$ cat config.mk
export PLATFORM = sky130hd
export DESIGN_NAME = cfg_lock_guard
export DESIGN_NICKNAME = d
export VERILOG_FILES = /design/src/rtl/cfg_lock_pkg.sv /design/src/rtl/cfg_lock_bit.sv /design/src/rtl/mubi_field_chk.sv /design/src/rtl/alert_sts_reg.sv /design/src/rtl/cfg_lock_guard.sv
export SDC_FILE = /design/constraint.sdc
export NUM_CORES = 1
export LEC_CHECK = 0
export ABC_AREA = 0
export ABC_CLOCK_PERIOD_IN_PS = 1900
export BUFFER_PORTS_ARGS = -buffer_cell sky130_fd_sc_hd__buf_4
export CAP_MARGIN = 25
export CORE_ASPECT_RATIO = 1.2
export CORE_MARGIN = 2
export CORE_UTILIZATION = 46
export CTS_CLUSTER_DIAMETER = 50
export DETAILED_ROUTE_END_ITERATION = 10
export PLACE_DENSITY = 0.85
export SETUP_SLACK_MARGIN = 0.15
export SLEW_MARGIN = 25
export SYNTH_ARGS = -nofsm -noshare
export SYNTH_HDL_FRONTEND = slang
export SYNTH_SLANG_ARGS = --single-unit
$ cat constraint.sdc
create_clock -name clk -period 1.9 [get_ports clk]
set_input_delay 0.57 -clock clk [delete_from_list [all_inputs] [get_ports clk]]
set_output_delay 0.57 -clock clk [all_outputs]
set_load 0.005 [all_outputs]
$ cat src/rtl/cfg_lock_pkg.sv
package cfg_lock_pkg;
  // Which register a bus access selects.
  typedef enum logic [1:0] {
    SEL_NONE = 2'd0,
    SEL_LOCK = 2'd1,
    SEL_CTRL = 2'd2,
    SEL_STS  = 2'd3
  } reg_sel_e;
endpackage

$ cat src/rtl/cfg_lock_bit.sv
module cfg_lock_bit (
  input  logic clk,
  input  logic rst,
  input  logic clr_req_i,
  output logic lock_o
);
  always_ff @(posedge clk) begin
    if (rst)            lock_o <= 1'b1;
    else if (clr_req_i) lock_o <= 1'b0;
  end


  lock_one_way_chk: assert property (@(posedge clk) disable iff (rst)
    !lock_o |=> !lock_o);
endmodule

$ cat src/rtl/mubi_field_chk.sv
module mubi_field_chk #(
  parameter int unsigned        FIELD_W   = 4,
  parameter logic [FIELD_W-1:0] TRUE_VAL  = 4'h6,
  parameter logic [FIELD_W-1:0] FALSE_VAL = 4'h9
) (
  input  logic               clk,
  input  logic               rst,
  input  logic [FIELD_W-1:0] field_i,
  output logic               illegal_o,
  output logic               bit_o
);
  assign illegal_o = (field_i != TRUE_VAL) && (field_i != FALSE_VAL);

  always_ff @(posedge clk) begin
    if (rst) bit_o <= 1'b0;
    else     bit_o <= (field_i == TRUE_VAL);
  end


  illegal_reads_false_chk: assert property (@(posedge clk) disable iff (rst)
    illegal_o |=> !bit_o);

  true_reads_one_chk: assert property (@(posedge clk) disable iff (rst)
    (field_i == TRUE_VAL) |=> bit_o);
endmodule

$ cat src/rtl/alert_sts_reg.sv
module alert_sts_reg #(
  parameter int unsigned NUM = 4
) (
  input  logic           clk,
  input  logic           rst,
  input  logic [NUM-1:0] illegal_i,
  input  logic           wr_i,
  input  logic [NUM-1:0] keep_i,
  output logic [NUM-1:0] sts_o,
  output logic           pulse_o
);
  logic [NUM-1:0] after_clr;
  logic [NUM-1:0] sts_d;

  // Clear first, then OR in detection, so detection wins in a tie.
  assign after_clr = wr_i ? (sts_o & keep_i) : sts_o;
  assign sts_d     = after_clr | illegal_i;

  always_ff @(posedge clk) begin
    if (rst) begin
      sts_o   <= '0;
      pulse_o <= 1'b0;
    end else begin
      sts_o   <= sts_d;
      pulse_o <= |(sts_d & ~sts_o);
    end
  end


  sts_sticky_chk: assert property (@(posedge clk) disable iff (rst)
    !wr_i |=> ((sts_o & $past(sts_o)) == $past(sts_o)));

  pulse_cause_chk: assert property (@(posedge clk) disable iff (rst)
    pulse_o |-> (|(sts_o & ~$past(sts_o))));

  detect_wins_chk: assert property (@(posedge clk) disable iff (rst)
    (|illegal_i) |=> ((sts_o & $past(illegal_i)) == $past(illegal_i)));
endmodule

$ cat src/rtl/cfg_lock_guard.sv
module cfg_lock_guard #(
  parameter int unsigned        ADDR_W     = 4,
  parameter int unsigned        DATA_W     = 32,
  parameter int unsigned        FIELD_W    = 4,
  parameter int unsigned        NUM_FIELDS = 4,
  parameter logic [FIELD_W-1:0] TRUE_VAL   = 4'h6,
  parameter logic [FIELD_W-1:0] FALSE_VAL  = 4'h9,
  parameter logic [ADDR_W-1:0]  LOCK_ADDR  = 4'h0,
  parameter logic [ADDR_W-1:0]  CTRL_ADDR  = 4'h1,
  parameter logic [ADDR_W-1:0]  STS_ADDR   = 4'h2
) (
  input  logic              clk,
  input  logic              rst,
  input  logic [ADDR_W-1:0] reg_addr,
  input  logic [DATA_W-1:0] reg_wdata,
  input  logic              reg_we,
  output logic [DATA_W-1:0] reg_rdata,
  output logic              en_o,
  output logic              boot_req_o,
  output logic              auto_req_o,
  output logic              fifo_clr_o,
  output logic              alert_pulse_o
);
  import cfg_lock_pkg::*;

  localparam int unsigned CTRL_W = FIELD_W * NUM_FIELDS;
  localparam logic [CTRL_W-1:0] CTRL_RST = {NUM_FIELDS{FALSE_VAL}};

  reg_sel_e              sel;
  logic                  lock_q;
  logic [CTRL_W-1:0]     ctrl_q;
  logic [NUM_FIELDS-1:0] illegal;
  logic [NUM_FIELDS-1:0] field_bits;
  logic [NUM_FIELDS-1:0] sts_q;
  logic [DATA_W-1:0]     rdata_d;
  logic                  unused_wdata_hi;

  assign unused_wdata_hi = ^reg_wdata[DATA_W-1:CTRL_W];

  // Address decode
  always_comb begin
    if      (reg_addr == LOCK_ADDR) sel = SEL_LOCK;
    else if (reg_addr == CTRL_ADDR) sel = SEL_CTRL;
    else if (reg_addr == STS_ADDR)  sel = SEL_STS;
    else                            sel = SEL_NONE;
  end

  cfg_lock_bit u_lock (
    .clk       (clk),
    .rst       (rst),
    .clr_req_i (reg_we && (sel == SEL_LOCK) && !reg_wdata[0]),
    .lock_o    (lock_q)
  );

  // Control word, writable only while unlocked
  always_ff @(posedge clk) begin
    if (rst)                                      ctrl_q <= CTRL_RST;
    else if (reg_we && (sel == SEL_CTRL) && lock_q) ctrl_q <= reg_wdata[CTRL_W-1:0];
  end

  // One checker/decoder per field
  for (genvar g = 0; g < NUM_FIELDS; g++) begin : g_field
    mubi_field_chk #(
      .FIELD_W   (FIELD_W),
      .TRUE_VAL  (TRUE_VAL),
      .FALSE_VAL (FALSE_VAL)
    ) u_chk (
      .clk       (clk),
      .rst       (rst),
      .field_i   (ctrl_q[g*FIELD_W +: FIELD_W]),
      .illegal_o (illegal[g]),
      .bit_o     (field_bits[g])
    );
  end

  alert_sts_reg #(.NUM(NUM_FIELDS)) u_sts (
    .clk     (clk),
    .rst     (rst),
    .illegal_i (illegal),
    .wr_i    (reg_we && (sel == SEL_STS)),
    .keep_i  (reg_wdata[NUM_FIELDS-1:0]),
    .sts_o   (sts_q),
    .pulse_o (alert_pulse_o)
  );

  assign en_o       = field_bits[0];
  assign boot_req_o = field_bits[1];
  assign auto_req_o = field_bits[2];
  assign fifo_clr_o = field_bits[3];

  // Readback
  always_comb begin
    rdata_d = '0;
    case (sel)
      SEL_LOCK: rdata_d[0]                = lock_q;
      SEL_CTRL: rdata_d[CTRL_W-1:0]       = ctrl_q;
      SEL_STS:  rdata_d[NUM_FIELDS-1:0]   = sts_q;
      default:  rdata_d                   = '0;
    endcase
  end

  always_ff @(posedge clk) begin
    if (rst) reg_rdata <= '0;
    else     reg_rdata <= rdata_d;
  end


  ctrl_frozen_chk: assert property (@(posedge clk) disable iff (rst)
    !lock_q |=> $stable(ctrl_q));

  rdata_reserved_zero_chk: assert property (@(posedge clk) disable iff (rst)
    reg_rdata[DATA_W-1:CTRL_W] == '0);
endmodule

==> results of run 1 <==
layout make-up:
class	count	area, µm²
fill	320	1500
sequential	42	841
multi-input combinational	118	739
timing repair buffer	48	360
clock buffer	6	72.6
tap	39	48.8
clock inverter	2	37.5
inverter	1	3.75
cell usage after synthesis:
master     number
o31ai_1         5
a2bb2oi_1       1
buf_4          17
and3b_1         1
and3_1          8
nand3b_1        4
conb_1          1
a211o_1         8
nor2_1          8
or3b_2          1
mux2i_1         1
buf_6           3
or4bb_1         3
a41oi_1         1
dfxtp_1        42
o41ai_1         1
nand2_1         4
or3_4           1
nand2_2         1
nand4bb_1       4
o311ai_0        1
nor3b_2         2
o21ai_0         8
buf_2           1
and2_1         12
clkbuf_1        3
nand3_1         8
a21oi_1        12
nand2b_1        2
inv_1           1
nor2b_1         2
a22oi_1         3
worst reg2reg max path: cells and delay by family, from the launching register on:
kind             cells  cell delay [ns]
flip-flops           1             0.39
AO/OA/AOI/OAI        1             0.32
AND/OR/NAND/NOR      2             0.59
metrics by stage:
| stage | instance area, µm² | utilization [%] | setup slack [ns] | instances | total power, mW |
|---|---|---|---|---|---|
| final | 2100 | 58.4 | 0.327 | 256 | 1.74 |
| after global placement | 1990 | 55.3 | 0.113 | 248 | 1.06 |
| after CTS | 2100 | 58.4 | 0.336 | 256 | 1.75 |
| after floorplan | 1760 | - | 0.246 | 185 | 1.03 |
| after global routing | 2100 | 58.4 | 0.285 | 256 | 1.79 |
| after detailed placement | 1990 | 55.3 | 0.0210 | 248 | 1.07 |
cell families after synthesis:
logic type | share of synthesized area (%)
AO/OA/AOI/OAI | 15.6
AND/OR/NAND/NOR | 23.7
multiplexers | 0.587
other | 0.220
flip-flops | 49.3
buffers and inverters | 10.6
worst max path at each step:
stage,from,to,cells after the start
6_report,reg_addr[3],u_lock.lock_o,4
2_1_floorplan,reg_addr[3],u_sts.sts_o[2],4
5_1_grt,reg_addr[3],u_lock.lock_o,4
3_5_place_dp,reg_addr[3],u_lock.lock_o,4
4_1_cts,reg_addr[3],u_lock.lock_o,4
3_3_place_gp,reg_addr[3],u_lock.lock_o,4
routing by layer:
metal / vias up / GRT usage [%] / share of wire [%]
met3: 6 / 4.94 / 6.3
met5: - / 0 / 0
met2: 56 / 27.1 / 51
met4: 0 / 7.41 / 1.9
met1: 632 / 20.0 / 41
li1: 669 / - / -
sequential cells by signal, indices dropped and copies added, names as in the netlist:
name and count:
ctrl_q 16, reg_rdata 16, g_field.u_chk.bit_o 4, u_sts.sts_o 4
u_lock.lock_o 1, u_sts.pulse_o 1
power by group:
group	switching, mW	internal (mW)
logic	0.0690	0.0710
clock network	0.302	0.392
registers	0.0121	0.898
total	0.383	1.36
==> impl_results.md, run 1 <==
- Mapped cell area: between 0.0015 and 0.002 mm²
- Clk_lat worst skew: approximately 0.3 ns
- Post-Synthesis Cells: 170
- DRC errors left: 0
- Commonest non-fill, non-tap cell in the layout: buf_4
- Drt total wl: ~3400 µm
- Most frequent cells in the layout: buf_4 (48), dfxtp_1 (42), conb_1 (16)
- FF-to-FF setup slack: 0.50 ns
- Area fraction of the dominant cell type after synthesis: about 49%
- Via total after detailed routing: about 1400
- P_leak: roughly 0.93 nW
- Status: finished clean
- ANT cells: 0
- Max Freq: between 600 and 700 MHz
- Die extent in y: between 70 and 80 µm
- Die Area: between 0.004 and 0.005 mm²
- IO Port Bufs: 43
- Biggest cell delay along the critical path: roughly 0.61 ns
- CTS H-tree depth: 2
- Largest net degree at the start of global routing: 27
- Setup CP Type: in2reg
- Hold Crit Start: ctrl_q[14]
- Gpl congestion: 0.884
- Crit path launch type: input port
- Netlist cell types: 32
- Hold path endpoint: reg_rdata[14]
- Crit path max-delay cell type: or3b_2
- Tot GR Track Use: approximately 17%
- Crit Path Max Fanout: 13
- GRT overflow: 0
- Drt first-iter violations: 43
- Initial antenna violation count: 0
- Drt pass-1 iters: 4
- Vias in the first global route: about 1200
- Root buf cell: clkbuf_8
- Crit. End Element: register
- Mean Syn Cell Area: 10.0 µm²
- Fin Setup TNS: 0 ns
- Starting Density: a little under half
- Reg2reg start: u_lock.lock_o
- WP data required: 2.08 ns
- Max Cap Viol: 0
- Hold Path Class: reg2reg
- Critical Path AT: approximately 1.8 ns
- IO Count: 76
- Clock-pin slew on the worst setup and hold paths: 0.08 ns
- VDD IR max: 0.377 mV
- # nets final: around 260
- Final setup vio count: 0
- FP Rows: 24
- Pins Over Slew Limit: 0
- Hpwl dp: about 2500 µm
- P&R area growth vs syn: 23.3%
- Final worst path period share: 82.8%
- Via density: ~5.3
- Setup bufs post-CTS: 0
- Final worst path period need: between 1.5 and 2 ns
- Cell taking the most area after synthesis: dfxtp_1
- #FFs+latches synth: 42
- First-pass GRT wire length: ~5300 µm
- Power per Cell Area: slightly above 800 mW/mm²
- Number of hold violations in the final report: 0
- Post-cts resize count: 0
- Fin Clk Skew: 0.00674 ns
- RSZ-0062 raised after global routing: false
- Worst Reg2Reg Path Length in Cells: 3
- Post-synthesis sequential area ratio: about half
- Top cells by area, synth: dfxtp_1 (49%), buf_4 (7.5%), and2_1 (4.4%)
- Delay-heaviest family, CP: simple AND/OR/NAND/NOR gates
- CP cell instances: buf_4 > or3b_2 > o41ai_1 > nand2b_1
- Hold Buf Count CTS: 0
- TritonCTS Buffers: 5
- Layout cells sized above 1: between 20% and 30%
- FF-to-FF End: ctrl_q[15]
- CP Buf/Inv Count: 1
- Worst Hold Path Cells: 1
- Die W: a little under 60 µm
- Wire per inst: approximately 13 µm
- Clock Path Buffers: 2
- Hold WS: 0.500 ns
- CTS tree: yes
- Clock sink count: 42
- Ys Warns: 0
- Final ANT Viol Nets: 0
- Core area: about 0.0036 mm²
No activity file was read; power rests on OpenSTA's default activity.
==> inputs of run 2 (changes only) <==
--- a/config.mk
+++ b/config.mk
@@ -6,7 +6,7 @@
 export NUM_CORES = 1
 export LEC_CHECK = 0
 export ABC_AREA = 0
-export ABC_CLOCK_PERIOD_IN_PS = 1900
+export ABC_CLOCK_PERIOD_IN_PS = 1500
 export BUFFER_PORTS_ARGS = -buffer_cell sky130_fd_sc_hd__buf_4
 export CAP_MARGIN = 25
 export CORE_ASPECT_RATIO = 1.2
==> constraint.sdc (replaced) <==
create_clock -name clk -period 1.5 [get_ports clk]
set_input_delay 0.45 -clock clk [delete_from_list [all_inputs] [get_ports clk]]
set_output_delay 0.45 -clock clk [all_outputs]
set_load 0.005 [all_outputs]
==> run 2 against run 1 <==
Final cell count is 2.0% higher. Worst hold slack worse by 0.081 ns. Critical path depth stayed put. Critical path type is now reg2reg.
==> impl_results.md, run 2 (synthesized netlist as in run 1, its figures left out) <==
- Layout cells sized above 1: 30.2% (+2.5 points)
- IO Count: 76 (unchanged)
- Final worst path period need: around 1.3 ns
- ANT cells: 0 (unchanged)
- Worst Reg2Reg Path Length in Cells: 4 (+1)
- CTS H-tree depth: 2 (unchanged)
- TritonCTS Buffers: 5 (unchanged)
- WP data required: 1.67 ns (-0.41 ns)
- Drt first-iter violations: 30 (-30%)
- CTS tree: yes
- Commonest non-fill, non-tap cell in the layout: buf_4
- First-pass GRT wire length: 5480 µm (+3.1%)
- Crit path launch type: register
- Number of hold violations in the final report: 0 (unchanged)
- Crit. End Element: register
- Crit Path Max Fanout: 8 (-5)
- Clock Path Buffers: 2 (unchanged)
- Most frequent cells in the layout: buf_4 (51), dfxtp_1 (41), conb_1 (16)
- Final setup vio count: 0 (unchanged)
- Psw: 0.462 mW (+20%)
- Final worst path period share: between 80% and 90%
- Via density: 5.27 (-1.1%)
- Pre-CTS setup slack: -0.0626 ns (-0.0836 ns)
- Clk pwr share: 38.6% (-1.2 points)
- Hpwl dp: 2450 µm (-0.63%)
- Setup CP Type: reg2reg
- Core area: 0.00360 mm² (unchanged)
- FP Rows: 24 (unchanged)
- Biggest cell delay along the critical path: 0.33 ns (-0.28 ns)
- GRT overflow: 0 (unchanged)
- CP cell instances: and3b_2 > buf_12 > and3_1 > a211o_1
- Regs by FF count: ctrl_q (16), reg_rdata (16)
- Die Area: 0.00421 mm² (unchanged)
- Largest net degree at the start of global routing: 27 (unchanged)
- VDD IR max: 0.465 mV (+23%)
- FF/Latch Area: 842 µm² (+0.15%)
- Initial antenna violation count: 0 (unchanged)
- Clock-pin slew on the worst setup and hold paths: 0.07 ns (about the same)
- Hold Buf Count CTS: 0 (unchanged)
- Wire per inst: 13.2 µm (+0.95%)
- Reg2reg start: u_lock.lock_o
- Final WS setup: 0.186 ns (-0.141 ns)
- Pins Over Slew Limit: 0 (unchanged)
- Hold Crit Start: reg_wdata[13]
- Hold Path Class: in2reg
- Hold path endpoint: ctrl_q[13]
- Clock sink count: 42 (unchanged)
- Multi-input gate area: 759 µm² (+2.7%)
- Worst Hold Path Cells: 3 (+2)
- FF-to-FF End: ctrl_q[3]
- Switching Fraction: 20.9% (-1.0 points)
- Int Pwr: 1.74 mW (+28%)
- Status: finished clean
- Die extent in y: 70.7 µm (unchanged)
- FF-to-FF setup slack: 0.19 ns (-0.31 ns)
- Max Freq: around 760 MHz
- Drt pass-1 iters: 4 (unchanged)
- FILL cells: 315 (-1.6%)
- Seq pwr share: 52.4% (+0.2 points)
- Fin Setup TNS: 0 ns (unchanged)
- Final ANT Viol Nets: 0 (unchanged)
- Vias in the first global route: 1218 (+2.0%)
- Gpl congestion: 0.871 (-1.4%)
- Power per Cell Area: 1010 mW/mm² (+22%)
- Finished Layout Cells: 261 (+2.0%)
- Combinational power share: 9.1% (+1.1 points)
- Starting Density: 47.3% (unchanged)
- # nets final: 260 (+2.0%)
- Critical Path AT: 1.49 ns (-0.26 ns)
- RSZ-0062 raised after global routing: false
- P_leak: 0.972 nW (+4.7%)
- Clk_lat worst skew: 0.29 ns (about the same)
- P&R area growth vs syn: 28.0%
- Drt total wl: 3450 µm (+2.9%)
- Tot GR Track Use: 17.4% (+0.75 points)
- IO Port Bufs: 43 (unchanged)
- Max Cap Viol: 0 (unchanged)
- Placed Cells: 252 (+1.6%)
- Die W: 59.6 µm (unchanged)
- Fin Clk Skew: 0.00219 ns (-0.00454 ns)
- Via total after detailed routing: 1375 (+0.88%)
- Crit path max-delay cell type: dfxtp_1
- Root buf cell: clkbuf_8
- DRC errors left: 0 (unchanged)
[run 2: timing repair]
action / CTS / global route
setup buffers: 1 / 0
pin swaps: 1 / 0
gates resized for setup: 1 / 1
endpoints found under the setup margin: 1 / 1
[run 2: power groups by stage]
stage | Sequential, mW | Clock, mW | Combinational [mW]
floorplan | 1.17 | 0 | 0.132
global placement | 1.18 | 0 | 0.192
detailed placement | 1.18 | 0 | 0.195
CTS | 1.15 | 0.864 | 0.199
global route | 1.16 | 0.901 | 0.218
finish | 1.15 | 0.850 | 0.200
[run 2: worst max path at each step]
stage | from | to | slack (ns)
detailed placement | reg_addr[3] | u_sts.sts_o[2] | -0.06
global route | u_lock.lock_o | ctrl_q[3] | 0.16
global placement | reg_addr[3] | u_sts.sts_o[3] | -0.06
finish | u_lock.lock_o | ctrl_q[3] | 0.19
CTS | u_lock.lock_o | ctrl_q[3] | 0.19
floorplan | rst | reg_rdata[6] | 0.09
[run 2: metrics by stage]
stage	cell area (µm²)	power [mW]	hold WS (ns)	util, %
final	2180	2.20	0.419	60.6
after global routing	2180	2.27	0.415	60.6
after CTS	2180	2.22	0.415	60.6
after detailed placement	2070	1.37	0.477	57.4
after global placement	2070	1.37	0.471	57.4
after floorplan	1790	1.31	0.454	-
[run 2: critical path: cells and delay by family, from the launching register on]
family,cells,cell delay (ns)
compound gates,1,0.29
buf+inv,1,0.14
flops,1,0.33
simple gates,2,0.43
[run 2: layout make-up]
class	count	share of cell area (%)
flip-flops and latches	42	38.6
multi-input cells	118	34.8
repair buffers	53	19.4
clock buffers	7	3.50
well taps	39	2.23
clock inverters	1	1.38
inverters	1	0.172
[run 2: layer usage]
metal,global-route usage [%],wire length (µm),vias to the layer above
li1,-,-,680
met1,21.2,1450,626
met2,27.1,1670,56
met3,4.20,199,13
met4,10.9,133,0
met5,0,0,-
